--- src/rtl/bytelink_pkg.sv ---
package bytelink_pkg;

  typedef enum logic [1:0] {
    TX_IDLE = 2'd0,
    TX_SEND = 2'd1,
    TX_GAP  = 2'd2
  } tx_state_e;

endpackage

--- src/rtl/bl_serializer.sv ---
module bl_serializer
  import bytelink_pkg::*;
#(
  parameter int ADDR_W = 16,
  parameter int DATA_W = 16,
  parameter int LANE_W = 8
) (
  input  logic              clk,
  input  logic              rst,
  input  logic              start_i,
  input  logic [ADDR_W-1:0] addr_i,
  input  logic [DATA_W-1:0] data_i,
  output logic              busy_o,
  output logic              req_o,
  output logic [LANE_W-1:0] bus_o,
  output logic              accept_o,
  output logic              last_beat_o
);

  localparam int WORD_W = ADDR_W + DATA_W;
  localparam int BEATS  = WORD_W / LANE_W;
  localparam int CNT_W  = (BEATS > 1) ? $clog2(BEATS) : 1;

  // Most significant lane of the packed word goes out first.
  function automatic logic [LANE_W-1:0] top_lane(input logic [WORD_W-1:0] w);
    return w[WORD_W-1 -: LANE_W];
  endfunction

  tx_state_e         state_q;
  logic [WORD_W-1:0] shift_q;
  logic [CNT_W-1:0]  beat_q;

  assign accept_o    = start_i && (state_q == TX_IDLE);
  assign last_beat_o = (state_q == TX_SEND) && (beat_q == CNT_W'(BEATS - 1));

  always_ff @(posedge clk) begin
    if (rst) begin
      state_q <= TX_IDLE;
      shift_q <= '0;
      beat_q  <= '0;
    end else begin
      unique case (state_q)
        TX_IDLE: begin
          if (accept_o) begin
            shift_q <= {addr_i, data_i};
            beat_q  <= '0;
            state_q <= TX_SEND;
          end
        end
        TX_SEND: begin
          shift_q <= shift_q << LANE_W;
          if (last_beat_o) begin
            beat_q  <= '0;
            state_q <= TX_GAP;
          end else begin
            beat_q <= beat_q + CNT_W'(1);
          end
        end
        TX_GAP:  state_q <= TX_IDLE;
        default: state_q <= TX_IDLE;
      endcase
    end
  end

  assign req_o  = (state_q == TX_SEND);
  assign busy_o = (state_q != TX_IDLE);
  assign bus_o  = req_o ? top_lane(shift_q) : '0;

endmodule

--- src/rtl/bl_deserializer.sv ---
module bl_deserializer #(
  parameter int ADDR_W = 16,
  parameter int DATA_W = 16,
  parameter int LANE_W = 8
) (
  input  logic              clk,
  input  logic              rst,
  input  logic              req_i,
  input  logic [LANE_W-1:0] bus_i,
  output logic              done_o,
  output logic [ADDR_W-1:0] addr_o,
  output logic [DATA_W-1:0] data_o,
  output logic              last_o
);

  localparam int WORD_W = ADDR_W + DATA_W;
  localparam int BEATS  = WORD_W / LANE_W;
  localparam int SH_W   = WORD_W - LANE_W;
  localparam int CNT_W  = (BEATS > 1) ? $clog2(BEATS) : 1;

  function automatic logic [ADDR_W-1:0] addr_part(input logic [WORD_W-1:0] w);
    return w[WORD_W-1 -: ADDR_W];
  endfunction

  function automatic logic [DATA_W-1:0] data_part(input logic [WORD_W-1:0] w);
    return w[DATA_W-1:0];
  endfunction

  logic [SH_W-1:0]   hist_q;
  logic [CNT_W-1:0]  cnt_q;
  logic [WORD_W-1:0] full_w;

  assign full_w = {hist_q, bus_i};
  assign last_o = req_i && (cnt_q == CNT_W'(BEATS - 1));

  always_ff @(posedge clk) begin
    if (rst) begin
      hist_q <= '0;
      cnt_q  <= '0;
      done_o <= 1'b0;
      addr_o <= '0;
      data_o <= '0;
    end else begin
      done_o <= last_o;
      if (!req_i) begin
        cnt_q <= '0;
      end else begin
        hist_q <= full_w[SH_W-1:0];
        if (last_o) begin
          cnt_q  <= '0;
          addr_o <= addr_part(full_w);
          data_o <= data_part(full_w);
        end else begin
          cnt_q <= cnt_q + CNT_W'(1);
        end
      end
    end
  end

endmodule

--- src/rtl/bytelink_top.sv ---
module bytelink_top #(
  parameter int ADDR_W = 16,
  parameter int DATA_W = 16,
  parameter int LANE_W = 8
) (
  input  logic              clk,
  input  logic              rst,
  input  logic              start_i,
  input  logic [ADDR_W-1:0] addr_i,
  input  logic [DATA_W-1:0] data_i,
  output logic              busy_o,
  output logic              link_req_o,
  output logic [LANE_W-1:0] link_bus_o,
  input  logic              link_req_i,
  input  logic [LANE_W-1:0] link_bus_i,
  output logic              done_o,
  output logic [ADDR_W-1:0] rx_addr_o,
  output logic [DATA_W-1:0] rx_data_o
);

  localparam int BEATS = (ADDR_W + DATA_W) / LANE_W;

  // Internal events, named for the checker.
  logic tx_accept;
  logic tx_last;
  logic rx_last;

  bl_serializer #(
    .ADDR_W(ADDR_W), .DATA_W(DATA_W), .LANE_W(LANE_W)
  ) u_tx (
    .clk(clk), .rst(rst), .start_i(start_i), .addr_i(addr_i), .data_i(data_i),
    .busy_o(busy_o), .req_o(link_req_o), .bus_o(link_bus_o),
    .accept_o(tx_accept), .last_beat_o(tx_last)
  );

  bl_deserializer #(
    .ADDR_W(ADDR_W), .DATA_W(DATA_W), .LANE_W(LANE_W)
  ) u_rx (
    .clk(clk), .rst(rst), .req_i(link_req_i), .bus_i(link_bus_i),
    .done_o(done_o), .addr_o(rx_addr_o), .data_o(rx_data_o), .last_o(rx_last)
  );

endmodule

--- config.mk ---
export PLATFORM = sky130hd
export DESIGN_NAME = bytelink_top
export DESIGN_NICKNAME = d
export VERILOG_FILES = /design/src/rtl/bytelink_pkg.sv /design/src/rtl/bl_serializer.sv /design/src/rtl/bl_deserializer.sv /design/src/rtl/bytelink_top.sv
export SDC_FILE = /design/constraint.sdc
export NUM_CORES = 1
export LEC_CHECK = 0
export ABC_AREA = 1
export BUFFER_PORTS_ARGS = -buffer_cell sky130_fd_sc_hd__buf_2
export CORE_MARGIN = 3
export CORE_UTILIZATION = 55
export CTS_CLUSTER_DIAMETER = 50
export DETAILED_ROUTE_END_ITERATION = 8
export HOLD_SLACK_MARGIN = 0.15
export MAX_ROUTING_LAYER = met4
export PLACE_DENSITY = 0.81
export SYNTH_ARGS = -nofsm -noshare
export SYNTH_HDL_FRONTEND = slang
export SYNTH_SLANG_ARGS = --single-unit
--- constraint.sdc ---
create_clock -name clk -period 2.8 [get_ports clk]
set_input_delay 0.56 -clock clk [delete_from_list [all_inputs] [get_ports clk]]
set_output_delay 0.56 -clock clk [all_outputs]
set_load 0.02 [all_outputs]
-- After elaboration in Yosys (flattened, before gate mapping)
Cells that the tools add are included.
Widths: inputs -> output; s select.
- register bits: 95
- word-level logic and storage cells: 35
- bitwise gates (word level): 1
- add/subtract/negate cells: 2
- reductions and logical operators: 10
- equal/unequal tests: 5
- muxes and demuxes: 9
- operator list (cell ; count):
    $pmux 32 s2 ; 1
    $mux 32 ; 1
    $mux 2 ; 4
    $mux 8 ; 1
    $pmux 2 s2 ; 2
    $reduce_and 2->1 ; 3
    $add 2x1->2 const B ; 2
    $eq 2x2->1 const B ; 2
    $ne 2x2->1 const B ; 2
    $reduce_bool 2->1 ; 2
    $logic_and 1x1->1 ; 3
    $reduce_or 3->1 ; 1
    $eq 2x1->1 const B ; 1
    $logic_not 2->1 ; 1
    $not 1->1 ; 1

-- Longest topological paths before layout
- depth in word-level cells: 4
- depth in mapped cells: 7
- depth with buffers taken out: 5

-- By module
Synthesis repeated with hierarchy kept, for this count alone.
- cell total of the unflattened synthesis: 580
- area total of the unflattened synthesis: 3971.3 um^2
- by module, submodules not included (module ; seq. area each (um^2) ; cells each ; instances ; area an instance (um^2)):
    bl_deserializer ; 1181.1 ; 278 ; 1 ; 2124.5
    bl_serializer ; 720.7 ; 302 ; 1 ; 1846.8

-- Least setup slack after synthesis
Ideal clock, no wire load.
- path kind: register to output
- start point: register u_tx.state_q[0]
- end point: output link_bus_o[0]
- data arrival time: 1.015 ns
- setup slack: 1.225 ns
- cell stages (with the launch flop): 5
- buffers on the path: 2
- cell sequence: dfxtp_1 -> buf_6 -> nand2_1 -> buf_4 -> nor2_1
- longest elaborated chain between the ends: 2
- RTL lines (item ; RTL line ; source):
    from (decl) ; bl_serializer.sv:29 ; tx_state_e state_q;
    from (signal assigned) ; bl_serializer.sv:38 ; state_q <= TX_IDLE;
    from (signal assigned) ; bl_serializer.sv:47 ; state_q <= TX_SEND;
    from (signal assigned) ; bl_serializer.sv:54 ; state_q <= TX_GAP;
    $eq 2x1->1 ; bl_serializer.sv:65 ; assign req_o = (state_q == TX_SEND);
    $mux 8 ; bl_serializer.sv:67 ; assign bus_o = req_o ? top_lane(shift_q) : '0;
    to (decl) ; bytelink_top.sv:13 ; output logic [LANE_W-1:0] link_bus_o,
No other way between the ends.

-- Worst setup path in the final report
- start point: register u_tx.state_q[0]
- end point: output link_bus_o[2]
The elaborated chain is that of the path after synthesis.

==> impl_metrics.json <==
{
  "antenna_found_initial": 0,
  "fmax_mhz": 439,
  "p_int_mw": 1.96,
  "leakagePower_nw": 2.22,
  "status": "completed",
  "drt_iter0_drc": 91,
  "fp-row-count": 30,
  "setup_viol": 0,
  "worst-path-buf-inv": 1,
  "arrival_ns": 1.72,
  "fin_ws_ns": 0.524,
  "worstMarginPinSlew_ns": 0.722,
  "initial_core_util_pct": 57.1,
  "cts_buffer_depth": 2,
  "crit_start": "u_tx.state_q[0]",
  "switching_power_uw": 734,
  "grtUsageMet2_pct": 40.0,
  "r2r_cells": 6,
  "core-area_um2": 6830,
  "port_buffers": 86,
  "vdd.ir_drop.worst_mv": 0.383,
  "root_buffer": "clkbuf_8",
  "track_usage_pct": 22.5,
  "grt-busiest-layer": "met2",
  "path_clk_slew_ns": 0.09,
  "die-area_um2": 8140,
  "max_stage_delay_ns": 0.53,
  "synth_fp_nets": 590,
  "maxCapViolCount": 0,
  "synthesis.area_um2": 3900,
  "cts_resized": 0,
  "drive_gt1_share_pct": 21.5,
  "grt-ovfl-total": 0,
  "path_max_fanout": 18,
  "grt.met3_usage_pct": 4.69,
  "hpwl_mm": 5.91,
  "cpMaxStageDelayCell": "dfxtp_1",
  "syn_to_final_growth_pct": 15.6,
  "antennaDiodeCount": 0,
  "synth-seq-cells": 95,
  "insertion_delay_ns": 0.36,
  "cts-htree-levels": 3,
  "cts_setup_buffers": 0,
  "rsz0062_at_grt": "no",
  "numCtsBuffers": 9,
  "syn_area_per_cell_um2": 7.17,
  "crit_path_start_kind": "register",
  "wl_mm": 8.46,
  "slew-limit-headroom_pct": 51.8,
  "required_ns": 2.24,
  "finalCritPeriodShare_pct": 81.3,
  "cts_sinks": 95,
  "end_kind": "output pin",
  "r2r-start": "u_rx.cnt_q[0]",
  "p_comb_share_pct": 12.6,
  "syn_inst": 544,
  "skew_ns": 0.00798,
  "grt_max_degree": 51,
  "critPathTopFamily": "simple AND/OR/NAND/NOR gates",
  "p_sw_share_pct": 27.2,
  "crit_path_end": "link_bus_o[2]",
  "grt_pass1_vias": 3435,
  "ctsHoldBuffers": 0,
  "min_period_ns": 2.28,
  "path_class": "reg2out",
  "power_frac_clock_pct": 33.5,
  "place_congestion": 0.841,
  "die-width_um": 90.2,
  "drc": 0,
  "hold_viol_final": 0,
  "cts_tree": "built",
  "met1_usage_pct": 25.5,
  "ys_types": 19,
  "final_antenna_net_count": 0,
  "ys_seq_area_share_pct": 48.7,
  "io_pins": 87,
  "p_per_area_nw_per_um2": 598,
  "wire_per_inst_um": 11.8,
  "rrSetupSlack_ns": 0.96,
  "critical_path_depth": 3,
  "hold_path_class": "in2reg",
  "fin_cells": 716,
  "viasPerCell": 4.87,
  "timing.rr.end": "u_rx.data_o[8]",
  "dpl_worst_slack_ns": 0.884,
  "yosysWarningCount": 0,
  "placed_cells": 700,
  "pwr-share-seq_pct": 53.9,
  "drt-pass1-iter-count": 4,
  "grt_first_pass_wirelength_mm": 14.9,
  "finalNetCount": 661,
  "slew_violations": 0,
  "setup_tns_ns": 0,
  "via_count": 3489,
  "whs_path_depth": 3,
  "die_y_um": 90.2,
  "crit_chain": "nand2_1, nor2_1, buf_2"
}
==> power groups by stage <==
stage | Combinational, mW | Sequential (mW) | Clock (mW)
floorplan | 0.266 | 1.48 | 0
global placement | 0.333 | 1.48 | 0
detailed placement | 0.341 | 1.48 | 0
CTS | 0.344 | 1.45 | 0.920
global route | 0.394 | 1.46 | 0.959
finish | 0.339 | 1.45 | 0.904
==> worst reg2reg max path, stage by stage, from the launching register on <==
cell     delay, ns
dfxtp_1       0.35
ha_1          0.15
buf_4         0.22
nand2_2       0.24
inv_2         0.46
o21ai_0       0.18
a21oi_1       0.17
==> cells in the final DEF (no fill, tap or decap), drive strengths merged <==
master    count
buf          94
o21ai        49
nand3        10
bufinv        1
clkbuf       10
dfxtp        95
inv          66
a21oi        59
clkinvlp      1
ha            2
clkinv        4
nor3          1
nor2        100
nand2       128
==> per-layer routing <==
layer  routed length (µm)  vias to the layer above
li1                     -                     1812
met1                 3610                     1586
met2                 4360                       80
met3                  386                       11
met4                  100                        0
met5                    0                        -
==> cells in the mapped netlist <==
| cell | number | area share [%] |
|---|---|---|
| clkbuf_1 | 12 | 1.2 |
| a21oi_1 | 49 | 6.3 |
| nand3_1 | 10 | 1.3 |
| buf_4 | 7 | 1.3 |
| nor2_2 | 11 | 1.8 |
| a21oi_2 | 10 | 2.2 |
| nor3_1 | 1 | 0.13 |
| nand2_2 | 1 | 0.16 |
| o21ai_1 | 2 | 0.26 |
| inv_1 | 65 | 6.3 |
| buf_6 | 4 | 1.2 |
| nor2_1 | 89 | 8.6 |
| ha_1 | 2 | 0.64 |
| o21ai_0 | 46 | 5.9 |
| dfxtp_1 | 95 | 49 |
| o21ai_4 | 1 | 0.42 |
| nand2_1 | 127 | 12 |
| inv_2 | 1 | 0.096 |
| buf_2 | 11 | 1.4 |
==> flip-flops by register name, summed over array words and instances, names as in the netlist <==
name and flops:
u_rx.addr_o 16, u_rx.cnt_q 2, u_rx.data_o 16, u_rx.done_o 1, u_rx.hist_q 24, u_tx.beat_q 2
u_tx.shift_q 32, u_tx.state_q 2
==> metrics by stage <==
step | instance area (µm²) | hold WS [ns] | power [mW] | utilization (%)
after global routing | 4510 | 0.426 | 2.81 | 66.0
after floorplan | 3900 | 0.398 | 1.74 | -
after CTS | 4510 | 0.420 | 2.72 | 66.0
after global placement | 4320 | 0.406 | 1.81 | 63.2
after detailed placement | 4320 | 0.424 | 1.82 | 63.2
final | 4510 | 0.425 | 2.70 | 66.0
==> cells by family after synthesis <==
group / share of synthesized area [%]
flip-flops: 48.7
buffers and inverters: 11.4
AND/OR/NAND/NOR: 24.1
AO/OA/AOI/OAI: 15.1
adder cells (fa/ha/maj): 0.641
==> how the worst min path moves through the flow <==
stage,slack (ns),endpoint,startpoint
after detailed placement,0.42,u_rx.cnt_q[0],u_rx.cnt_q[0]
after CTS,0.42,u_rx.hist_q[5],link_bus_i[5]
after floorplan,0.40,u_rx.cnt_q[0],u_rx.cnt_q[0]
after global placement,0.41,u_rx.cnt_q[0],u_rx.cnt_q[0]
after global routing,0.43,u_rx.hist_q[3],link_bus_i[3]
final,0.43,u_rx.hist_q[5],link_bus_i[5]
==> area by class of cell <==
type / instances / area, µm²
sequential: 95 / 1900
inverter: 66 / 248
fill: 626 / 2320
clock buffer: 10 / 128
clock inverter: 6 / 68.8
timing repair buffer: 94 / 490
tap: 96 / 120
multi-input combinational: 349 / 1560
No activity file was read; power rests on OpenSTA's default activity.
